==> src/rtl/lti_pkg.sv <==
package lti_pkg;
   localparam int TILE_AW = 13;

   typedef enum logic [1:0] {
      CLS_MEM    = 2'b00,
      CLS_CACHE  = 2'b01,
      CLS_ARITH  = 2'b10,
      CLS_ARITHX = 2'b11
   } cls_e;

   typedef struct packed {
      cls_e               cls;
      logic [1:0]         sel;
      logic [TILE_AW-1:0] base;
      logic [TILE_AW-1:0] stride;
   } instr_t;

   localparam int INSTR_W = $bits(instr_t);
endpackage

==> src/rtl/lti_sequencer.sv <==
module lti_sequencer #(
   parameter int THREADS    = 16,
   parameter int BODY_DEPTH = 16,
   parameter int ITER_W     = 16,
   localparam int TID_W  = $clog2(THREADS),
   localparam int POS_W  = $clog2(BODY_DEPTH),
   localparam int LEN_W  = POS_W + 1,
   localparam int LIVE_W = TID_W + 1
) (
   input  logic              clk,
   input  logic              rst_n,
   input  logic              start,
   input  logic [ITER_W-1:0] iter_count,
   input  logic [LEN_W-1:0]  body_len,
   input  logic              fire,
   output logic              busy,
   output logic              done,
   output logic [TID_W-1:0]  tid,
   output logic [POS_W-1:0]  pos,
   output logic [ITER_W-1:0] iter_idx
);
   localparam logic [ITER_W:0]  THR_X = (ITER_W+1)'(THREADS);
   localparam logic [LIVE_W-1:0] THR_L = LIVE_W'(THREADS);
   localparam logic [LEN_W-1:0] DEP_L = LEN_W'(BODY_DEPTH);

   logic              busy_q, done_q;
   logic [ITER_W-1:0] base_q, total_q;
   logic [LIVE_W-1:0] live_q;
   logic [LEN_W-1:0]  len_q;
   logic [TID_W-1:0]  tid_q;
   logic [POS_W-1:0]  pos_q;

   logic [ITER_W:0]   next_base, rem;
   logic [LIVE_W-1:0] next_live, first_live;
   logic              last_tid, last_pos;

   always_comb begin
      next_base  = {1'b0, base_q} + (ITER_W+1)'(live_q);
      rem        = {1'b0, total_q} - next_base;
      next_live  = (rem >= THR_X) ? THR_L : rem[LIVE_W-1:0];
      first_live = ({1'b0, iter_count} >= THR_X) ? THR_L : iter_count[LIVE_W-1:0];
      last_tid   = ({1'b0, tid_q} == live_q - 1'b1);
      last_pos   = ({1'b0, pos_q} == len_q - 1'b1);
   end

   always_ff @(posedge clk) begin
      if (!rst_n) begin
         busy_q <= 1'b0; done_q <= 1'b0;
         base_q <= '0; total_q <= '0; live_q <= '0;
         len_q <= '0; tid_q <= '0; pos_q <= '0;
      end else begin
         done_q <= 1'b0;
         if (!busy_q) begin
            if (start) begin
               if (iter_count == '0 || body_len == '0) begin
                  done_q <= 1'b1;
               end else begin
                  busy_q  <= 1'b1;
                  base_q  <= '0;
                  total_q <= iter_count;
                  live_q  <= first_live;
                  len_q   <= (body_len > DEP_L) ? DEP_L : body_len;
                  tid_q   <= '0;
                  pos_q   <= '0;
               end
            end
         end else if (fire) begin
            if (!last_tid) begin
               tid_q <= tid_q + 1'b1;
            end else begin
               tid_q <= '0;
               if (!last_pos) begin
                  pos_q <= pos_q + 1'b1;
               end else begin
                  pos_q <= '0;
                  if (rem == '0) begin
                     busy_q <= 1'b0;
                     done_q <= 1'b1;
                  end else begin
                     base_q <= next_base[ITER_W-1:0];
                     live_q <= next_live;
                  end
               end
            end
         end
      end
   end

   assign busy     = busy_q;
   assign done     = done_q;
   assign tid      = tid_q;
   assign pos      = pos_q;
   assign iter_idx = base_q + ITER_W'(tid_q);

   // the rotating thread never leaves the live set of its batch
   a_r3_tid_in_batch: assert property (@(posedge clk) disable iff (!rst_n)
      busy_q |-> ({1'b0, tid_q} < live_q));
   // a batch is never empty and never exceeds the thread limit
   a_r3_batch_cap: assert property (@(posedge clk) disable iff (!rst_n)
      busy_q |-> (live_q != '0 && live_q <= THR_L));
   // an empty loop completes on the next cycle without going busy
   a_r9_empty_loop: assert property (@(posedge clk) disable iff (!rst_n)
      (start && !busy_q && iter_count == '0) |=> (done_q && !busy_q));
endmodule

==> src/rtl/lti_addr_gen.sv <==
module lti_addr_gen #(
   parameter int ITER_W = 16,
   parameter int AW     = lti_pkg::TILE_AW
) (
   input  logic [AW-1:0]     base,
   input  logic [AW-1:0]     stride,
   input  logic [ITER_W-1:0] iter_idx,
   output logic [AW-1:0]     addr
);
   logic [AW-1:0] it, prod;

   generate
      if (ITER_W >= AW) begin : g_slice
         assign it = iter_idx[AW-1:0];
      end else begin : g_extend
         assign it = {{(AW-ITER_W){1'b0}}, iter_idx};
      end
   endgenerate

   assign prod = stride * it;
   assign addr = base + prod;
endmodule

==> src/rtl/lti_router.sv <==
module lti_router (
   input  logic            clk,
   input  logic            rst_n,
   input  logic            valid_in,
   input  lti_pkg::cls_e   cls,
   input  logic            mem_ready,
   input  logic            cache_ready,
   input  logic            arith_ready,
   output logic            mem_valid,
   output logic            cache_valid,
   output logic            arith_valid,
   output logic            ready_out
);
   import lti_pkg::*;

   always_comb begin
      mem_valid = 1'b0; cache_valid = 1'b0; arith_valid = 1'b0; ready_out = 1'b0;
      unique case (cls)
         CLS_MEM:   begin mem_valid   = valid_in; ready_out = mem_ready;   end
         CLS_CACHE: begin cache_valid = valid_in; ready_out = cache_ready; end
         default:   begin arith_valid = valid_in; ready_out = arith_ready; end
      endcase
   end

   // one destination queue at a time
   a_r6_one_queue: assert property (@(posedge clk) disable iff (!rst_n)
      $onehot0({mem_valid, cache_valid, arith_valid}));
endmodule

==> src/rtl/loop_thread_issue.sv <==
module loop_thread_issue #(
   parameter int THREADS    = 16,
   parameter int BODY_DEPTH = 16,
   parameter int ITER_W     = 16,
   localparam int TID_W = $clog2(THREADS),
   localparam int POS_W = $clog2(BODY_DEPTH),
   localparam int LEN_W = POS_W + 1,
   localparam int AW    = lti_pkg::TILE_AW,
   localparam int IW    = lti_pkg::INSTR_W
) (
   input  logic              clk,
   input  logic              rst_n,
   input  logic              prog_we,
   input  logic [POS_W-1:0]  prog_addr,
   input  logic [IW-1:0]     prog_data,
   input  logic              start,
   input  logic [ITER_W-1:0] iter_count,
   input  logic [LEN_W-1:0]  body_len,
   output logic              busy,
   output logic              done,
   output logic              mem_valid,
   input  logic              mem_ready,
   output logic              cache_valid,
   input  logic              cache_ready,
   output logic              arith_valid,
   input  logic              arith_ready,
   output logic [TID_W-1:0]  iss_tid,
   output logic [TID_W+1:0]  iss_reg,
   output logic [AW-1:0]     iss_addr
);
   import lti_pkg::*;

   generate
      if (THREADS < 2 || (1 << TID_W) != THREADS) begin : g_bad_threads
         $error("THREADS must be a power of two of at least 2");
      end
      if (BODY_DEPTH < 2 || (1 << POS_W) != BODY_DEPTH) begin : g_bad_depth
         $error("BODY_DEPTH must be a power of two of at least 2");
      end
      if (ITER_W <= TID_W) begin : g_bad_iter
         $error("ITER_W must exceed the thread id width");
      end
   endgenerate

   instr_t            body_mem [BODY_DEPTH];
   instr_t            cur;
   logic [TID_W-1:0]  tid;
   logic [POS_W-1:0]  pos;
   logic [ITER_W-1:0] iter_idx;
   logic              ready_sel, fire;

   always_ff @(posedge clk) begin
      if (prog_we) body_mem[prog_addr] <= instr_t'(prog_data);
   end

   assign cur  = body_mem[pos];
   assign fire = busy && ready_sel;

   lti_sequencer #(.THREADS(THREADS), .BODY_DEPTH(BODY_DEPTH), .ITER_W(ITER_W)) i_seq (
      .clk(clk), .rst_n(rst_n), .start(start), .iter_count(iter_count),
      .body_len(body_len), .fire(fire), .busy(busy), .done(done),
      .tid(tid), .pos(pos), .iter_idx(iter_idx));

   lti_addr_gen #(.ITER_W(ITER_W), .AW(AW)) i_agen (
      .base(cur.base), .stride(cur.stride), .iter_idx(iter_idx), .addr(iss_addr));

   lti_router i_route (
      .clk(clk), .rst_n(rst_n), .valid_in(busy), .cls(cur.cls),
      .mem_ready(mem_ready), .cache_ready(cache_ready), .arith_ready(arith_ready),
      .mem_valid(mem_valid), .cache_valid(cache_valid), .arith_valid(arith_valid),
      .ready_out(ready_sel));

   assign iss_tid = tid;
   assign iss_reg = {tid, cur.sel};

   // a refused offer is held unchanged into the next cycle
   a_r7_hold_on_stall: assert property (@(posedge clk) disable iff (!rst_n)
      (busy && !ready_sel) |=> (busy && $stable(iss_addr) && $stable(iss_reg)
                                && $stable({mem_valid, cache_valid, arith_valid})));
   // completion is a single-cycle pulse
   a_r8_done_pulse: assert property (@(posedge clk) disable iff (!rst_n)
      done |=> !done);
   // completion coincides with the unit going idle
   a_r8_done_idle: assert property (@(posedge clk) disable iff (!rst_n)
      done |-> !busy);
endmodule

==> config.mk <==
export PLATFORM = sky130hd
export DESIGN_NAME = loop_thread_issue
export DESIGN_NICKNAME = d
export VERILOG_FILES = /design/src/rtl/lti_pkg.sv /design/src/rtl/lti_sequencer.sv /design/src/rtl/lti_addr_gen.sv /design/src/rtl/lti_router.sv /design/src/rtl/loop_thread_issue.sv
export SDC_FILE = /design/constraint.sdc
export NUM_CORES = 1
export LEC_CHECK = 0
export ABC_AREA = 1
export BUFFER_PORTS_ARGS = -buffer_cell sky130_fd_sc_hd__buf_2
export CORE_ASPECT_RATIO = 0.5
export CORE_MARGIN = 8
export CORE_UTILIZATION = 55
export CTS_CLUSTER_DIAMETER = 30
export DETAILED_ROUTE_END_ITERATION = 16
export PLACE_DENSITY = 0.73
export SLEW_MARGIN = 20
export SYNTH_ARGS = -nofsm -noshare
export SYNTH_HDL_FRONTEND = slang
export SYNTH_SLANG_ARGS = --single-unit
==> constraint.sdc <==
create_clock -name clk -period 8.1 [get_ports clk]
set_input_delay 1.62 -clock clk [delete_from_list [all_inputs] [get_ports clk]]
set_output_delay 1.62 -clock clk [all_outputs]
set_load 0.05 [all_outputs]
==> flow_metrics.env, run 1 <==
export IMPL_status="finished, violations left"
export IMPL_violations="setup timing"
export IMPL_dieArea_sq_um=55650
export IMPL_mostFrequentLayoutCell="edfxtp_1"
export IMPL_start_util_pct=56.02
export IMPL_dr_total_vias=19190
export IMPL_clock_latency_ns=0.62
export IMPL_grt_pass1_vias=18410
export IMPL_synth_area_sq_um=26380
export IMPL_place_hpwl_mm=38.95
export IMPL_crit_required_ns=6.48
export IMPL_slew_headroom_pct=38.24
export IMPL_ir_worst_vdd_v=0.0002110
export IMPL_drt_pass1_iterations=6
export IMPL_grt_start_max_net_pins=77
export IMPL_syn_num_nets=2699
export IMPL_placeableCoreArea_sq_um=47090
export IMPL_met1_length_mm=28.50
export IMPL_cts_num_sinks=536
export IMPL_die_x_um=325.7
export IMPL_antenna_found_initial=2
export IMPL_final_cell_mix="480 x edfxtp_1, 434 x nand2_1, 305 x nor2_1, 220 x inv_1, 167 x o21ai_0"
export IMPL_skew_ns=0.01952
export IMPL_timing_final_crit_period_ns=8.231
export IMPL_top_layer_used="met4"
export IMPL_synth_top_area_share_pct=54.64
export IMPL_setup_viol=2
export IMPL_syn_inst=2508
export IMPL_p_leak_nw=11.68
export IMPL_synth_area_per_cell_sq_um=10.52
export IMPL_cts_tree="built"
export IMPL_drive_gt1_share_pct=15.25
export IMPL_tns_ns=-0.2417
export IMPL_wl_met2_mm=30.95
export IMPL_finalCritPeriodShare_pct=101.6
export IMPL_critPathArrivalTime_ns=6.61
export IMPL_nets=2838
export IMPL_track_usage_pct=23.62
export IMPL_routedWlPerCell_um=20.28
export IMPL_post_route_util_pct=64.93
export IMPL_slew_violations=0
export IMPL_hold_depth=2
export IMPL_yosys_register_bits=536
export IMPL_setup_ws_ns=-0.1306
export IMPL_post_route_drc_count=0
export IMPL_worstMarginPinSlew_ns=0.9185
export IMPL_port_buffers=89
export IMPL_drtIter0Drc=2022
export IMPL_slowest_delay_ns=0.53
export IMPL_cts_max_level=2
export IMPL_met3_length_mm=5.898
export IMPL_yosys_top_cells_area="edfxtp_1 55%, nand2_1 6.3%, nor2_1 4.6%"
export IMPL_flow_area_growth_from_synthesis_pct=15.91
export IMPL_finalHoldViolations=0
export IMPL_hp_class="reg2reg"
export IMPL_synth_edf_count=480
export IMPL_cts_buffers=59
export IMPL_wirelength_mm=67.62
export IMPL_ant_nets=0
export IMPL_synth_cell_types=52
export IMPL_path_max_fanout=12
export IMPL_max_freq_ghz=0.1215
export IMPL_clk_pin_slew_ns=0.06
export IMPL_grt_pass1_wl_mm=103.2
export IMPL_path_class="reg2out"
export IMPL_ys_seq_area_share_pct=58.89
export IMPL_grt_setup_unrepaired="yes"
export IMPL_synth_warnings=0
export IMPL_power_per_cell_area_nw_per_um2=242.8
export IMPL_fillerInstances=3489
export IMPL_cp_end_kind="primary output"
export IMPL_cts_root_to_sink_buffers=3
export IMPL_worst_path_max_delay_cell="fa_2"
export IMPL_overflow=0
export IMPL_r2r_cells=24
export IMPL_die_h_um=170.9
export IMPL_async_flop_share_pct=0
export IMPL_pin_count=90
export IMPL_synth_main_ff_cell="edfxtp_1"
export IMPL_clockRootBuffer="clkbuf_16"
export IMPL_drv_cap=0
export IMPL_yosysTopAreaCell="edfxtp_1"
export IMPL_vias_per_cell=5.754
export IMPL_placement_rows=56
export IMPL_startpoint_type="flip-flop"
export IMPL_gp_congestion=0.8740
==> registers in the layout (all words and copies together) (netlist names), named ones only <==
register       cells
body_mem         480
i_seq.base_q      16
i_seq.busy         1
i_seq.done         1
i_seq.len_q        5
i_seq.live_q       5
i_seq.pos          4
i_seq.tid          4
i_seq.total_q     16
==> layout make-up <==
class / instances / area [sq um] / share of cell area [%]
clock inverters: 45 / 411.6 / 1.346
multi-input cells: 1611 / 9667 / 31.62
well taps: 638 / 798.3 / 2.611
repair buffers: 197 / 1663 / 5.439
diodes: 1 / 2.502 / 0.008185
clock buffers: 64 / 1516 / 4.960
flip-flops and latches: 536 / 15550 / 50.86
repair inverters: 1 / 16.27 / 0.05320
inverters: 241 / 950.9 / 3.110
==> stage by stage <==
step	hold WS, ns	total power [mW]	cell area, sq um	setup slack, ns	cells
CTS	0.4659	7.310	29990	-0.07090	3301
finish	0.4643	7.423	30570	-0.1306	3334
floorplan	0.4280	4.231	26380	0.01802	2508
detailed placement	0.4550	4.608	27550	0.1073	3179
global placement	0.4471	4.583	27550	0.1407	3179
global route	0.4776	7.714	30570	-0.4260	3334
==> power by group <==
group	total [mW]	internal (mW)	switching [mW]
sequential	3.11	3.08	0.0347
combinational	1.69	0.575	1.12
clock	2.62	1.45	1.16
==> timing repair <==
item                                    CTS  global route
hold buffers                              0             0
gates resized for setup                  65            51
buffers inserted                          8            27
endpoints found under the setup margin    5             5
pin swaps                                20            34
endpoints found under the hold margin     0             0
gates cloned                              6             5
==> path summary, 6_finish.rpt <==
kind / to / slack, ns / start
max: iss_addr[12] / -0.13 / flip-flop
min: i_seq.total_q[3]$_SDFFE_PN0P_ / 0.46 / i_seq.total_q[3]$_SDFFE_PN0P_
max reg2reg: i_seq.base_q[0]$_SDFFE_PN0P_ / 3.78 / i_seq.base_q[0]$_SDFFE_PN0P_
min reg2reg: i_seq.total_q[3]$_SDFFE_PN0P_ / 0.46 / i_seq.total_q[3]$_SDFFE_PN0P_
==> worst max-delay path, delay by kind of cell (launching register included) <==
kind	cells	cell delay [ns]
compound gates	4	0.58
fa+ha+maj	7	3.12
buf+inv	10	0.92
flops	1	0.36
simple gates	10	1.00
==> per-layer routing <==
layer	GRT usage [%]	vias to the layer above
li1	-	8930
met1	32.41	9209
met2	38.32	889
met3	4.229	157
met4	7.932	0
met5	0	-
==> cells in the mapped netlist (32+ instances only) <==
master and n:
nand3_1 170, o211ai_1 40, xor2_1 35, a21oi_1 110
clkbuf_1 51, ha_1 70, o221ai_1 32, nand2_1 441
edfxtp_1 480, o21ai_0 173, inv_1 233, dfxtp_1 56
fa_1 59, nor2_1 326
==> kinds of logic after synthesis <==
logic type	synth area share, %
AOI/OAI and AO/OA	9.492
adders and majority gates	7.798
and+or+nand+nor	15.73
DFF	58.89
buffers and inverters	6.228
xor gates and xnor gates	1.859
(Power assumes the default switching activity.)
==> run 2, diff against run 1 <==
--- a/config.mk
+++ b/config.mk
@@ -5,7 +5,6 @@
 export SDC_FILE = /design/constraint.sdc
 export NUM_CORES = 1
 export LEC_CHECK = 0
-export ABC_AREA = 1
 export BUFFER_PORTS_ARGS = -buffer_cell sky130_fd_sc_hd__buf_2
 export CORE_ASPECT_RATIO = 0.5
 export CORE_MARGIN = 8
==> run 2 against run 1 <==
  * The run still ends with setup timing left
  * Worst hold slack gained 0.0016 ns
  * Final area shrank 3.3%
  * Sequential share of layout area grew 1.8 points
==> flow_metrics.env, run 2 <==
export IMPL_status="finished, violations left"
export IMPL_violations="setup timing"
export IMPL_cts_max_level=2
export IMPL_hold_depth=2
export IMPL_synth_common_cells="480 x edfxtp_1, 127 x mux4_2, 117 x nand2_1, 108 x inv_1, 70 x ha_1"
export IMPL_final_cell_mix="480 x edfxtp_1, 127 x mux4_2, 115 x nand2_1, 104 x inv_1, 98 x buf_4"
export IMPL_drt_pass1_iterations=5
export IMPL_largestRegisters="body_mem x480, i_seq.base_q x16, i_seq.total_q x16"
export IMPL_skew_ns=0.03382
export IMPL_gp_congestion=0.8631
export IMPL_crit_required_ns=6.48
export IMPL_max_freq_ghz=0.1132
export IMPL_finalCritPeriodShare_pct=109.0
export IMPL_ant_nets=0
export IMPL_worstMarginPinSlew_ns=0.9418
export IMPL_dieArea_sq_um=53310
export IMPL_drtIter0Drc=1445
export IMPL_slew_headroom_pct=37.21
export IMPL_synth_top_area_share_pct=57.23
export IMPL_worstHoldStart="i_seq.total_q[3]$_SDFFE_PN0P_"
export IMPL_synth_main_ff_cell="edfxtp_1"
export IMPL_synth_cell_types=74
export IMPL_ys_seq_area_share_pct=61.68
export IMPL_flow_area_growth_from_synthesis_pct=17.35
export IMPL_vias_per_cell=6.086
export IMPL_grt_setup_unrepaired="yes"
export IMPL_placement_rows=55
export IMPL_yosys_register_bits=536
export IMPL_antenna_found_initial=4
export IMPL_grt_pass1_wl_mm=92.43
export IMPL_whs_endpoint="i_seq.total_q[3]$_SDFFE_PN0P_"
export IMPL_post_route_util_pct=65.37
export IMPL_clockRootBuffer="clkbuf_16"
export IMPL_hp_class="reg2reg"
export IMPL_die_x_um=318.6
export IMPL_start_util_pct=55.71
export IMPL_routedWlPerCell_um=25.44
export IMPL_placeableCoreArea_sq_um=45210
export IMPL_startpoint_type="flip-flop"
export IMPL_synth_area_sq_um=25190
export IMPL_drive_gt1_share_pct=29.50
export IMPL_clock_latency_ns=0.62
export IMPL_async_flop_share_pct=0
export IMPL_overflow=0
export IMPL_r2r_cells=17
export IMPL_setup_ws_ns=-0.7316
export IMPL_finalPower_mw=6.331
export IMPL_syn_inst=1550
export IMPL_top_register="body_mem"
export IMPL_timing_final_crit_period_ns=8.832
export IMPL_setup_viol=5
export IMPL_cts_num_sinks=536
export IMPL_path_max_fanout=7
export IMPL_synth_most_common_cell="edfxtp_1"
export IMPL_yosys_top_cells_area="edfxtp_1 57%, mux4_2 11%, fa_1 4.7%"
export IMPL_finalHoldViolations=0
export IMPL_critPathArrivalTime_ns=7.21
export IMPL_pin_count=90
export IMPL_mostFrequentLayoutCell="edfxtp_1"
export IMPL_port_buffers=89
export IMPL_cp_end_kind="primary output"
export IMPL_cts_buffers=59
export IMPL_drv_cap=0
export IMPL_ir_worst_vdd_v=0.0001636
export IMPL_grt_pass1_vias=15400
export IMPL_slew_violations=0
export IMPL_nets=1942
export IMPL_die_h_um=167.3
export IMPL_synth_edf_count=480
export IMPL_wirelength_mm=61.11
export IMPL_largest_reg_flops=480
export IMPL_place_hpwl_mm=37.08
export IMPL_synth_warnings=0
export IMPL_r2r_slack_ns=2.66
export IMPL_grt_start_max_net_pins=49
export IMPL_post_route_drc_count=0
export IMPL_track_usage_pct=22.51
export IMPL_r2r_start="i_seq.base_q[0]$_SDFFE_PN0P_"
export IMPL_p_leak_nw=10.36
export IMPL_power_per_cell_area_nw_per_um2=214.2
export IMPL_path_class="reg2out"
export IMPL_yosysTopAreaCell="edfxtp_1"
export IMPL_cts_tree="built"
export IMPL_syn_num_nets=1741
export IMPL_clk_pin_slew_ns=0.06
export IMPL_synth_area_per_cell_sq_um=16.25
export IMPL_cts_root_to_sink_buffers=3
export IMPL_rr_endpoint="i_seq.live_q[2]$_SDFFE_PN0P_"
export IMPL_cts_hold_buf=0
export IMPL_dr_total_vias=14620
## run 2: cell types whose count changed in the layout (fill, tap and decap cells not counted), moves of 17 or more
cell      previous run  this run
buf_4               78        98
o21ai_1             30         6
nor2_1             305        43
inv_1              220       104
and2_1               1        19
o211ai_1            40         9
nand3_1            158        20
nand2_1            434       115
a21oi_1            105        52
mux4_2               0       127
nor2b_1              0        17
o21ai_0            167        25
o221ai_1            32         0
## run 2: metal layers
| metal | global-route usage, % | share of wire (%) | vias up |
|---|---|---|---|
| met2 | 38.78 | 50 | 701 |
| met3 | 4.415 | 8.1 | 124 |
| li1 | - | - | 6357 |
| met5 | 0 | 0 | - |
| met1 | 29.36 | 39 | 7436 |
| met4 | 6.066 | 2.6 | 0 |
## run 2: worst max-delay path, stage by stage, from the launching register on
cell	delay, ns
dfxtp_4	0.37
buf_12	0.14
buf_12	0.14
buf_12	0.13
mux4_1	0.33
mux2i_1	0.08
mux2_4	0.30
or2_4	0.23
fa_1	0.49
inv_2	0.05
fa_1	0.52
fa_1	0.52
fa_1	0.50
fa_1	0.51
inv_2	0.04
fa_2	0.35
xnor2_2	0.16
xnor2_2	0.14
xnor2_1	0.20
xnor2_1	0.16
xnor2_1	0.16
xnor2_1	0.16
xnor3_1	0.29
xnor2_2	0.27
xnor2_4	0.16
buf_6	0.18
## run 2: power breakdown
part           total [mW]  switching [mW]  internal [mW]  leakage, nW
Combinational       0.425           0.273          0.151         4.55
Sequential           3.09          0.0198           3.07         4.80
Clock                2.82            1.21           1.61         1.01
## run 2: worst max-delay path by stage
stage,from,end,slack (ns),depth (start not counted)
finish,flip-flop,iss_addr[12],-0.73,25
global route,flip-flop,iss_addr[12],-1.04,25
CTS,flip-flop,iss_addr[12],-0.78,25
detailed placement,i_seq.base_q[0]$_SDFFE_PN0P_,iss_addr[12],-0.18,28
global placement,i_seq.base_q[0]$_SDFFE_PN0P_,iss_addr[12],-0.12,28
floorplan,i_seq.tid[0]$_SDFFE_PN0P_,iss_addr[12],-0.06,27
## run 2: cell families (layout without fill, tap and decap cells)
| family | count (synthesis) | in the layout | synth area share (%) |
|---|---|---|---|
| other | 0 | 4 | 0 |
| and+or+nand+nor | 306 | 306 | 5.922 |
| adders and majority gates | 129 | 129 | 8.167 |
| xor gates and xnor gates | 75 | 75 | 2.777 |
| DFF | 536 | 536 | 61.68 |
| AOI/OAI and AO/OA | 177 | 177 | 4.978 |
| buffers and inverters | 171 | 421 | 2.981 |
| muxes | 156 | 156 | 13.50 |
## run 2: what timing repair did
| action | CTS | global route |
|---|---|---|
| endpoints found under the setup margin | 6 | 7 |
| hold endpoints to repair | 0 | 0 |
| setup buffers | 8 | 10 |
| pin swaps | 17 | 23 |
| gates resized for setup | 20 | 28 |
## run 2: layout make-up
cell class              instances  area (sq um)
diodes                          4         10.01
inverters                     110         412.9
repair buffers                201          1489
multi-input cells             843          9246
well taps                     598         748.2
clock inverters                47         604.3
clock buffers                  63          1491
flip-flops and latches        536         15550
fillers                      3021         15660
## run 2: metrics by stage
stage | std cells | cell area (sq um) | TNS, ns | setup WS (ns) | hold WS [ns]
after global placement | 2270 | 27080 | -0.1174 | -0.1174 | 0.4470
after global routing | 2402 | 29560 | -3.447 | -1.036 | 0.4944
final | 2402 | 29560 | -2.004 | -0.7316 | 0.4659
after floorplan | 1550 | 25340 | -0.06264 | -0.06264 | 0.4363
after detailed placement | 2270 | 27080 | -0.1921 | -0.1841 | 0.4620
after CTS | 2388 | 29340 | -2.035 | -0.7807 | 0.4709
